[src/rtl/rtdb_pkg.sv]
// Package: shared mode encoding and the register step function for the
// self-test harness. Assumes registers of at least two bits.
package rtdb_pkg;

    typedef enum logic [1:0] {
        MODE_FUNC = 2'b00,
        MODE_SCAN = 2'b01,
        MODE_TEST = 2'b10,
        MODE_RSVD = 2'b11
    } mode_e;

    // Left shift with parity feedback of the tapped bits (width fixed at 16 max).
    function automatic logic [15:0] shift_fb(input logic [15:0] r,
                                             input logic [15:0] taps,
                                             input int unsigned w);
        logic [15:0] res;
        logic        fb;
        fb  = ^(r & taps);
        res = {r[14:0], fb};
        res = res & ((16'h1 << w) - 16'h1);
        return res;
    endfunction

endpackage

[src/rtl/rtdb_treg.sv]
// Test register: one link of the scan chain. In scan it shifts serial data
// in at bit 0. On a step it advances with parity feedback and, in the
// signature variant, XORs in parallel data. Otherwise it holds.
// Assumes scan_en and step_en are never high together.
module rtdb_treg #(
    parameter int unsigned W       = 8,
    parameter logic [W-1:0] TAPS   = 8'hB8,
    parameter bit          IS_MISR = 1'b0
) (
    input  logic         clk,
    input  logic         rst_n,
    input  logic         scan_en,
    input  logic         step_en,
    input  logic         scan_i,
    input  logic [W-1:0] par_i,
    output logic [W-1:0] q_o,
    output logic         scan_o
);
    import rtdb_pkg::*;

    localparam logic [W-1:0] INJ_MASK = IS_MISR ? {W{1'b1}} : {W{1'b0}};

    logic [W-1:0] q;
    logic [W-1:0] adv;
    logic [15:0]  adv_wide;

    // Feedback advance computed through the shared step function.
    always_comb begin
        adv_wide = shift_fb(16'(q), 16'(TAPS), W);
        adv      = adv_wide[W-1:0] ^ (par_i & INJ_MASK);
    end

    // Register update: reset, scan shift, test step or hold.
    always_ff @(posedge clk) begin
        if (!rst_n)       q <= '0;
        else if (scan_en) q <= {q[W-2:0], scan_i};
        else if (step_en) q <= adv;
    end

    assign q_o    = q;
    assign scan_o = q[W-1];

    // serial input lands in bit 0 after a scan clock.
    a_r2_scan_entry: assert property (@(posedge clk) disable iff (!rst_n)
        scan_en |=> q[0] == $past(scan_i));

    generate
        if (!IS_MISR) begin : g_lfsr_chk
            // a nonzero stimulus register never steps into zero.
            a_r4_lfsr_nonzero: assert property (@(posedge clk) disable iff (!rst_n)
                (step_en && q != '0) |=> q != '0);
        end else begin : g_misr_chk
            // with nothing absorbed the register shifts left.
            a_r5_misr_shift: assert property (@(posedge clk) disable iff (!rst_n)
                step_en |=> q[W-1:1] == $past(q[W-2:0] ^ par_i[W-1:1]));
        end
    endgenerate
endmodule

[src/rtl/rtdb_cut.sv]
// Example circuit under test: purely combinational. It returns the sum of
// its two operands in the high half and a masked XOR in the low half.
// Assumes W >= 2.
module rtdb_cut #(
    parameter int unsigned W = 8
) (
    input  logic [W-1:0]   a_i,
    input  logic [W-1:0]   b_i,
    output logic [2*W-1:0] y_o
);
    logic [W-1:0] rot_a;

    // Low half: a XOR (b AND a rotated left); high half: a + b.
    always_comb begin
        rot_a = {a_i[W-2:0], a_i[W-1]};
        y_o   = {a_i + b_i, a_i ^ (b_i & rot_a)};
    end
endmodule

[src/rtl/rtdb_ctrl.sv]
// Mode controller and cycle counter. It decodes the mode, counts test
// steps up to the limit, gates stepping on a nonzero seed and keeps the
// sticky seed error. Assumes limit_i is stable during a run.
module rtdb_ctrl #(
    parameter int unsigned CW = 16
) (
    input  logic          clk,
    input  logic          rst_n,
    input  logic [1:0]    mode_i,
    input  logic [CW-1:0] limit_i,
    input  logic          seed_zero_i,
    output logic          scan_en_o,
    output logic          step_en_o,
    output logic          test_sel_o,
    output logic          done_o,
    output logic          seed_err_o
);
    import rtdb_pkg::*;

    mode_e         mode;
    logic [CW-1:0] cnt;
    logic          seed_err;
    logic          in_test;

    // Mode decode and step gating.
    always_comb begin
        mode       = mode_e'(mode_i);
        in_test    = (mode == MODE_TEST);
        scan_en_o  = (mode == MODE_SCAN);
        step_en_o  = in_test && (cnt != limit_i) && !seed_zero_i;
        test_sel_o = in_test;
        done_o     = in_test && (cnt == limit_i) && !seed_zero_i;
    end

    // Step counter: cleared outside test mode, advanced on each step.
    always_ff @(posedge clk) begin
        if (!rst_n)         cnt <= '0;
        else if (!in_test)  cnt <= '0;
        else if (step_en_o) cnt <= cnt + 1'b1;
    end

    // Sticky seed error: set by a zero seed in test mode, cleared by scan.
    always_ff @(posedge clk) begin
        if (!rst_n)                        seed_err <= 1'b0;
        else if (scan_en_o)                seed_err <= 1'b0;
        else if (in_test && seed_zero_i)   seed_err <= 1'b1;
    end

    assign seed_err_o = seed_err;

    // the count never passes the limit during a run.
    a_r6_cnt_bounded: assert property (@(posedge clk) disable iff (!rst_n)
        (in_test && $stable(limit_i)) |-> cnt <= limit_i);
    // a zero seed in test mode raises the error flag next cycle.
    a_r3_seed_flag: assert property (@(posedge clk) disable iff (!rst_n)
        (in_test && seed_zero_i) |=> seed_err);
endmodule

[src/rtl/rtd_bist_harness.sv]
// Top of the self-test harness. It chains three test registers
// (stimulus, middle signature, back signature) around the example circuit,
// selects the circuit inputs by mode and forms done and pass.
// Assumes expect_i and limit_i are held steady during a run.
module rtd_bist_harness #(
    parameter int unsigned  W    = 8,
    parameter int unsigned  CW   = 16,
    parameter logic [W-1:0] TAPS = 8'hB8
) (
    input  logic            clk,
    input  logic            rst_n,
    input  logic [1:0]      mode_i,
    input  logic            scan_i,
    output logic            scan_o,
    input  logic [CW-1:0]   limit_i,
    input  logic [2*W-1:0]  expect_i,
    input  logic [2*W-1:0]  func_i,
    output logic [2*W-1:0]  func_o,
    output logic            done_o,
    output logic            pass_o,
    output logic            seed_err_o
);
    localparam int unsigned NREG = 3;

    logic [W-1:0]   q   [NREG];
    logic           so  [NREG];
    logic           si  [NREG];
    logic [W-1:0]   par [NREG];
    logic [W-1:0]   cut_a, cut_b;
    logic [2*W-1:0] cut_y;
    logic           scan_en, step_en, test_sel, done;

    rtdb_ctrl #(.CW(CW)) u_ctrl (
        .clk        (clk),
        .rst_n      (rst_n),
        .mode_i     (mode_i),
        .limit_i    (limit_i),
        .seed_zero_i(q[0] == '0),
        .scan_en_o  (scan_en),
        .step_en_o  (step_en),
        .test_sel_o (test_sel),
        .done_o     (done),
        .seed_err_o (seed_err_o)
    );

    // Chain links and absorbed data for each register position.
    always_comb begin
        si[0]  = scan_i;
        si[1]  = so[0];
        si[2]  = so[1];
        par[0] = '0;
        par[1] = cut_y[W-1:0];
        par[2] = cut_y[2*W-1:W];
    end

    generate
        for (genvar g = 0; g < NREG; g++) begin : g_reg
            rtdb_treg #(.W(W), .TAPS(TAPS), .IS_MISR(g != 0)) u_treg (
                .clk    (clk),
                .rst_n  (rst_n),
                .scan_en(scan_en),
                .step_en(step_en),
                .scan_i (si[g]),
                .par_i  (par[g]),
                .q_o    (q[g]),
                .scan_o (so[g])
            );
        end
    endgenerate

    // Circuit input selection: test registers in test mode, else functional port.
    always_comb begin
        cut_a = test_sel ? q[0] : func_i[W-1:0];
        cut_b = test_sel ? q[1] : func_i[2*W-1:W];
    end

    rtdb_cut #(.W(W)) u_cut (
        .a_i(cut_a),
        .b_i(cut_b),
        .y_o(cut_y)
    );

    assign func_o = cut_y;
    assign scan_o = so[2];
    assign done_o = done;
    assign pass_o = done && ({q[1], q[2]} == expect_i);

    // functional mode leaves every register untouched.
    a_r8_func_hold: assert property (@(posedge clk) disable iff (!rst_n)
        (mode_i == 2'b00) |=> ($stable(q[0]) && $stable(q[1]) && $stable(q[2])));
    // once done in test mode, the registers freeze.
    a_r6_done_freeze: assert property (@(posedge clk) disable iff (!rst_n)
        (done && mode_i == 2'b10) |=> ($stable(q[1]) && $stable(q[2])));
    // a zero seed blocks stepping of the signature registers.
    a_r3_zero_hold: assert property (@(posedge clk) disable iff (!rst_n)
        (mode_i == 2'b10 && q[0] == '0) |=> ($stable(q[1]) && $stable(q[2])));
    // pass never appears without done.
    a_r7_pass_needs_done: assert property (@(posedge clk) disable iff (!rst_n)
        pass_o |-> done_o);
endmodule

[config.mk]
export PLATFORM = sky130hd
export DESIGN_NAME = rtd_bist_harness
export DESIGN_NICKNAME = d
export VERILOG_FILES = /design/src/rtl/rtdb_pkg.sv /design/src/rtl/rtdb_treg.sv /design/src/rtl/rtdb_cut.sv /design/src/rtl/rtdb_ctrl.sv /design/src/rtl/rtd_bist_harness.sv
export SDC_FILE = /design/constraint.sdc
export NUM_CORES = 1
export LEC_CHECK = 0
export BUFFER_PORTS_ARGS = -buffer_cell sky130_fd_sc_hd__buf_2
export CAP_MARGIN = 40
export CORE_UTILIZATION = 33
export DETAILED_ROUTE_END_ITERATION = 8
export HOLD_SLACK_MARGIN = 0.1
export PLACE_DENSITY = 0.54
export SLEW_MARGIN = 20
export SYNTH_ARGS = -nofsm -noshare
export SYNTH_HDL_FRONTEND = slang
export SYNTH_HIERARCHICAL = 1
export SYNTH_SLANG_ARGS = --single-unit
export TNS_END_PERCENT = 20
[constraint.sdc]
create_clock -name clk -period 4.03 [get_ports clk]
set_clock_uncertainty 0.05 [all_clocks]
set_input_delay 0.6045 -clock clk [delete_from_list [all_inputs] [get_ports clk]]
set_output_delay 0.6045 -clock clk [all_outputs]
set_load 0.02 [all_outputs]
# Word-level counts from Yosys, hierarchy flattened
# Cells that the tools add are included.
[word_totals]
ff_bits = 41
in_bits = 53
out_inout_bits = 20
elab_cells = 39
[classes]
n_addsub = 2
eq_ne = 5
mux = 8
bitwise = 5
reduce_logical = 14
[ops]
columns = ["operator", "n"]
rows = [
  ["8-bit 2-to-1 mux", 8],
  ["16-bit parity", 3],
  ["16-bit equality test", 2],
  ["8-bit bitwise XOR", 3],
  ["16-bit by 1-bit adder with 16-bit output (second input constant)", 1],
  ["16-bit != test", 1],
  ["8-bit adder", 1],
  ["8-bit AND", 1],
  ["8-bit logical NOT", 1],
  ["1-bit logical AND", 6],
  ["2-bit by 1-bit equality test with 1-bit output (second input constant)", 1],
  ["2-bit equality test (second input constant)", 1],
  ["2-bit AND reduction", 1],
  ["2-bit nonzero test", 1],
  ["2-bit OR reduction", 1],
  ["1-bit logical NOT", 1],
  ["1-bit inverter", 1],
]

# Longest topological paths before layout
# Gate-level depths: netlist of the first run.
[logic_depth]
depth_word = 7
mapped_depth = 13
ltp_nobuf = 11

# Modules after synthesis
# The synthesis of the first run kept the hierarchy.
[by_module_without_submodules]
columns = ["module", "instances", "cells_each", "area_per_inst_um2", "seq_area_each_um2"]
rows = [
  ["rtdb_treg at g_reg[1].u_treg ...", 2, 62, 541.8, 160.2],
  ["rtdb_ctrl", 1, 125, 1023.5, 340.3],
  ["rtdb_cut", 1, 58, 431.7, 0.0],
  ["rtd_bist_harness", 1, 44, 394.1, 0.0],
  ["rtdb_treg at g_reg[0].u_treg", 1, 40, 367.9, 160.2],
]

# Worst setup path after synthesis of the first run
# Ideal clock, no wire load.
[synth_path]
path_kind = "in2out"
start = "in mode_i[0]"
end = "out func_o[14]"
arrival_ns = 3.085
t_required_ns = 3.375
slack_ns = 0.290
path_stages = 10
path_buffers = 2
cell_sequence = "and2b_2 buf_2 buf_2 mux2_2 ha_1 inv_1 fa_1 nor2b_4 o31a_1 o311ai_1"
[synth_via]
elab_chain_len = 3
word_cells_on_any_way = 4
classes_between = "add/sub: 1; eq/ne: 1; mux: 2"
[synth_lines]
columns = ["item", "line", "text"]
rows = [
  ["from (decl)", "rtd_bist_harness.sv:12", "input logic [1:0] mode_i,"],
  ["2-bit equality test", "rtdb_ctrl.sv:28", "in_test = (mode == MODE_TEST);"],
  ["8-bit 2-to-1 mux", "rtd_bist_harness.sv:74", "cut_b = test_sel ? q[1] : func_i[2*W-1:W];"],
  ["named net cut_b[0]", "rtd_bist_harness.sv:29", "logic [W-1:0] cut_a, cut_b;"],
  ["8-bit adder", "rtdb_cut.sv:16", "y_o = {a_i + b_i, a_i ^ (b_i & rot_a)};"],
  ["to (decl)", "rtd_bist_harness.sv:18", "output logic [2*W-1:0] func_o,"],
]
# The timed path passes the listed nets, and every way through them passes these cells.

# Final worst setup path of the first run
[layout_path]
start = "in mode_i[0]"
end = "out func_o[14]"
[layout_via]
elab_chain_len = 3
word_cells_on_any_way = 4
classes_between = "add/sub: 1; eq/ne: 1; mux: 2"
[layout_lines]
columns = ["item", "line", "text"]
rows = [
  ["2-bit equality test", "rtdb_ctrl.sv:28", ""],
  ["named net test_sel", "rtd_bist_harness.sv:31", "logic scan_en, step_en, test_sel, done;"],
  ["8-bit 2-to-1 mux", "rtd_bist_harness.sv:73", "cut_a = test_sel ? q[0] : func_i[W-1:0];"],
  ["named net cut_a[0]", "rtd_bist_harness.sv:29", ""],
  ["8-bit adder", "rtdb_cut.sv:16", ""],
]
# The timed path passes the listed nets, and every way through them passes these cells.

==> run metrics, run 1 <==
routability cong.=roughly 0.85; Initial Utilization=0.339; most frequent CP cell=buf_2; DRT Pass-1 Iters=4; multi-input gate area in the final layout=between 2000 and 2500 µm²; clk slew on worst S/H paths=90 ps; WP data arrival=just over 3000 ps; post-layout util=0.396; Req. time, crit path=about 3400 ps; Max-cap violations=0; placed cells=580; Fmax=between 200 and 300 MHz; register area=approximately 800 µm²; critical path startpoint category=input pin; die span in y=102 µm; worst r2r dst=g_reg[2].u_treg/q_o[4]; WHS Path Cells=2; Cell Count, Final, Fillers Out=between 500 and 600; root cell of the clock tree=clkbuf_8; Area Growth Syn to Fin=17.0%; Crit Path Max Fanout=11; PwrDens=approximately 250 nW/µm²; WL final=8.68 mm; CP top delay family=compound AO/OA/AOI/OAI gates; width of the die=approximately 100 µm; drt wl/cell=14.7 µm; Final ANT Viol Nets=0; crit path cell chain=buf_2, and2b_2, mux2_2, ha_1, inv_1, fa_1, nor2b_4, o31a_1, o311ai_1, buf_2; DR iter-0 viols=70; worst r2r src=g_reg[0].u_treg/q_o[5]; Final #Nets=517; hold crit path type=register to register; Slowest cell on crit path=o311ai_1; n_diodes=0; Core ar.=slightly below 10000 µm²; # DRC=0; status=finished clean; DP Wirelength=6.70 mm; hold endpoint=g_reg[0].u_treg/q_o[1]; CTS tree=yes; Slew Viols, Final=0; Vias/cell=between 5 and 6; FP Rows=36; final setup TNS=0 ps; I/O Buffers=~70; fill count=1043; Final period util=0.930; synth warn=6; Crit path buffers/inverters=3; Min Clock Period, post-route=between 3000 and 4000 ps; cts repair resizes=0; post-synthesis cell count=just under 400; Die Area=~10000 µm²; Setup Viol. Count Final=0; commonest non-fill, non-tap cell in the layout=buf_2; Vias=3023; worst-margin pin slew=approximately 760 ps; syn_nets=~450; hold buffers post-CTS=0; Total GRT Usage=0.176; Hold Crit Start=g_reg[0].u_treg/q_o[1]; largest net degree at the start of global routing=between 40 and 50; layout cells sized above 1=0.246; crit path kind=input pin to output pin; CP max stage delay=460 ps; Final Total Pwr=around 0.00098 W; CP endpoint kind=output pin; total CTS buffers=5; initial antenna violation count=0; Leak=approximately 1.4 nW; FF-to-FF path depth=8; IO Count=73; Mapped Avg Cell Area=~8.5 µm²; TritonCTS Sinks=41; vias in the first global route=2904; r2r setup slk=between 1000 and 1500 ps; RSZ-0062 raised after global routing=no; GRT overflow=0; Max H-tree Level=2; Final Hold Fails=0; Relative slew margins=0.491; Clk Latency, worst-skew pair=~310 ps; worst vdd ir=0.133 mV; CTS max path bufs=2; synthesized area=3300 µm²; Post-CTS Setup Bufs=0; commonest non-fill, non-tap cells in the layout=buf_2, xnor2_1, dfxtp_1; first-pass GRT wire length=roughly 14 mm
stage by stage:
| stage | setup WS (ps) | instance area [µm²] | hold WS [ps] |
|---|---|---|---|
| after floorplan | 290 | 3300 | 395 |
| after detailed placement | 285 | 3750 | 432 |
| after CTS | 261 | 3840 | 443 |
| after global routing | 105 | 3860 | 468 |
| after global placement | 329 | 3750 | 421 |
| final | 283 | 3860 | 439 |
power by group:
part | internal (W) | switching [W] | total, W | leakage (nW)
sequential | 0.000409 | 0.00000534 | 0.000414 | 0.331
clock | 0.000123 | 0.000163 | 0.000286 | 0.0445
combinational | 0.000118 | 0.000160 | 0.000278 | 0.980
how the worst max path moves through the flow:
| stage | startpoint | endpoint | slack, ps | cells after the start |
|---|---|---|---|---|
| after detailed placement | mode_i[0] | func_o[14] | 280 | 9 |
| final | mode_i[0] | func_o[14] | 280 | 10 |
| after CTS | mode_i[0] | func_o[14] | 260 | 9 |
| after global routing | mode_i[0] | func_o[14] | 100 | 10 |
| after global placement | mode_i[0] | func_o[14] | 330 | 10 |
| after floorplan | mode_i[0] | func_o[14] | 290 | 10 |
registers in the layout (all words and copies together), names as in the netlist:
register and flops:
g.u_treg/q_o 24, u_ctrl/cnt 16, u_ctrl/seed_err_o 1
routing by layer:
| metal | share of wire | routed length (µm) | vias up | GRT usage |
|---|---|---|---|---|
| met1 | 0.48 | 4140 | 1424 | 0.232 |
| met4 | 0.0083 | 72 | 0 | 0.0418 |
| met5 | 0 | 0 | - | 0 |
| met3 | 0.039 | 336 | 6 | 0.0294 |
| li1 | - | - | 1536 | - |
| met2 | 0.48 | 4120 | 57 | 0.300 |
layout make-up:
class | instances | share of cell area
multi-input cells | 325 | 0.609
clock buffers | 5 | 0.0178
inverters | 5 | 0.00487
repair buffers | 77 | 0.106
flip-flops and latches | 41 | 0.213
clock inverters | 3 | 0.00551
well taps | 133 | 0.0431
worst min-delay path: stages (launching register included):
cell and delay [ps]:
dfxtp_1 340, nand2_1 60, a21boi_1 50
Note: power is estimated with default switching activity, not from simulation.
==> run 2, diff against run 1 <==
PLACE_DENSITY = 0.56   (was 0.54)
clock period = 3.1 ns   (was 4.03 ns; I/O delays follow)
==> run 2 against run 1 <==
Against the previous run:
- first-iteration DRC count rose by 53%
- utilization grew 3.7 points
- sequential share of layout area fell by 1.8 points
- final cell count grew 5.4%
- final area grew 9.3%
- via count grew 4.4%
==> run metrics, run 2 (synthesis results as in run 1) <==
status=finished clean; CP endpoint kind=output pin; WHS Path Cells=3; placed instance area=roughly 4000 µm²; initial antenna violation count=0; worst-margin pin slew=slightly above 800 ps; PwrDens=336 nW/µm²; r2r setup slk=670 ps; Vias=3157; commonest non-fill, non-tap cells in the layout=buf_2, xnor2_1, dfxtp_1; commonest non-fill, non-tap cell in the layout=buf_2; RSZ-0062 raised after global routing=yes; grt met1 use=0.231; worst r2r dst=g_reg[2].u_treg/q_o[5]; hold endpoint=g_reg[0].u_treg/q_o[0]; Total GRT Usage=0.178; routability cong.=about 0.93; layout cells sized above 1=0.311; hold crit path type=input pin to register; post-layout util=0.433; Leak=approximately 1.5 nW; CTS tree=yes; met2 usage=0.310; fill count=1020; Cell Count, Final, Fillers Out=about 620; DP Wirelength=6.94 mm; Final ANT Viol Nets=0; Final period util=0.980; worst r2r src=g_reg[1].u_treg/q_o[1]; FF-to-FF path depth=11; met3 global-route usage=0.0260; WL final=around 9.2 mm; die span in y=between 100 and 150 µm; vias in the first global route=2860; Die Area=about 10000 µm²; Final #Nets=approximately 550; Fmax=329 MHz; total CTS buffers=5; Core ar.=9730 µm²; WP data arrival=between 2000 and 3000 ps; FP Rows=36; # DRC=0; crit path kind=input pin to output pin; Req. time, crit path=roughly 2600 ps; IO Count=between 70 and 80; Min Clock Period, post-route=3040 ps; pre-CTS setup slack=-89.0 ps; Slew Viols, Final=0; Area Growth Syn to Fin=27.9%; first-pass GRT wire length=roughly 14 mm; placed cells=between 600 and 700; I/O Buffers=a little over 70; GR peak layer=met2; worst vdd ir=approximately 0.15 mV; DR iter-0 viols=~110; Hold Crit Start=scan_i; Initial Utilization=0.339; root cell of the clock tree=clkbuf_8; DRT Pass-1 Iters=4; clk slew on worst S/H paths=90 ps; Crit Path Max Fanout=5; drt wl/cell=~15 µm; Setup Viol. Count Final=0; Final Instance Area=about 4200 µm²; Vias/cell=5.08; max FFs per register=24; Clk Latency, worst-skew pair=roughly 300 ps; n_diodes=0; Final Hold Fails=0; CTS max path bufs=2; largest net degree at the start of global routing=47; width of the die=a little over 100 µm; Max-cap violations=0; GRT overflow=0; Final WS setup=between 60 and 70 ps; Max H-tree Level=2; critical path startpoint category=input pin; TritonCTS Sinks=41; Relative slew margins=0.450
[run 2: cell types whose count changed in the layout (fill, tap and decap cells not counted), moves of 2 or more]
| cell | before | now |
|---|---|---|
| buf_4 | 4 | 36 |
| clkbuf_8 | 5 | 7 |
| ha_4 | 0 | 2 |
| buf_2 | 72 | 68 |
| ha_1 | 8 | 5 |
| a21oi_1 | 21 | 19 |
| buf_6 | 0 | 3 |
[run 2: worst max path at each step]
stage / from / to / cells past startpoint
after global routing: mode_i[0] / func_o[13] / 9
after floorplan: mode_i[0] / func_o[14] / 10
final: mode_i[0] / func_o[14] / 10
after global placement: mode_i[0] / func_o[14] / 10
after CTS: mode_i[0] / func_o[14] / 10
after detailed placement: mode_i[0] / func_o[14] / 10
[run 2: per-layer routing]
metal,up-vias,routed length [µm]
met5,-,0
met4,0,104
met3,8,319
met2,60,4470
met1,1492,4280
li1,1597,-
[run 2: where the power goes]
part / switching (W) / internal (W) / total, W
registers: 0.00000712 / 0.000532 / 0.000539
clock network: 0.000209 / 0.000206 / 0.000415
logic: 0.000234 / 0.000227 / 0.000461
total: 0.000450 / 0.000964 / 0.00141
[run 2: worst max-delay path, stage by stage]
cell and delay (ps):
buf_2 120, and2b_4 290, mux2_2 360, ha_1 210
inv_1 70, fa_2 220, nor2b_4 50, o31a_1 280
o311ai_4 290, buf_6 170
[run 2: final cells by class]
cell class | instances | area (µm²) | share of cell area
multi-input cells | 326 | 2430 | 0.577
flip-flops and latches | 41 | 821 | 0.195
repair buffers | 108 | 672 | 0.159
well taps | 133 | 166 | 0.0395
clock buffers | 7 | 96.3 | 0.0228
inverters | 5 | 18.8 | 0.00445
clock inverters | 1 | 8.76 | 0.00208
[run 2: metrics by stage]
stage	power, W	TNS (ps)	hold slack (ps)
2_1_floorplan	0.000799	-233	395
3_3_place_gp	0.000969	-120	416
3_5_place_dp	0.000976	-177	423
4_1_cts	0.00141	0	360
5_1_grt	0.00149	-84.2	388
6_report	0.00141	0	366
[run 2: what timing repair did]
action,in CTS,in global routing
setup buffers,2,0
endpoints found under the setup margin,4,4
resized for setup,5,12
pin swaps,2,4
hold endpoints to repair,0,0
hold buffers,0,0
gates cloned,1,0
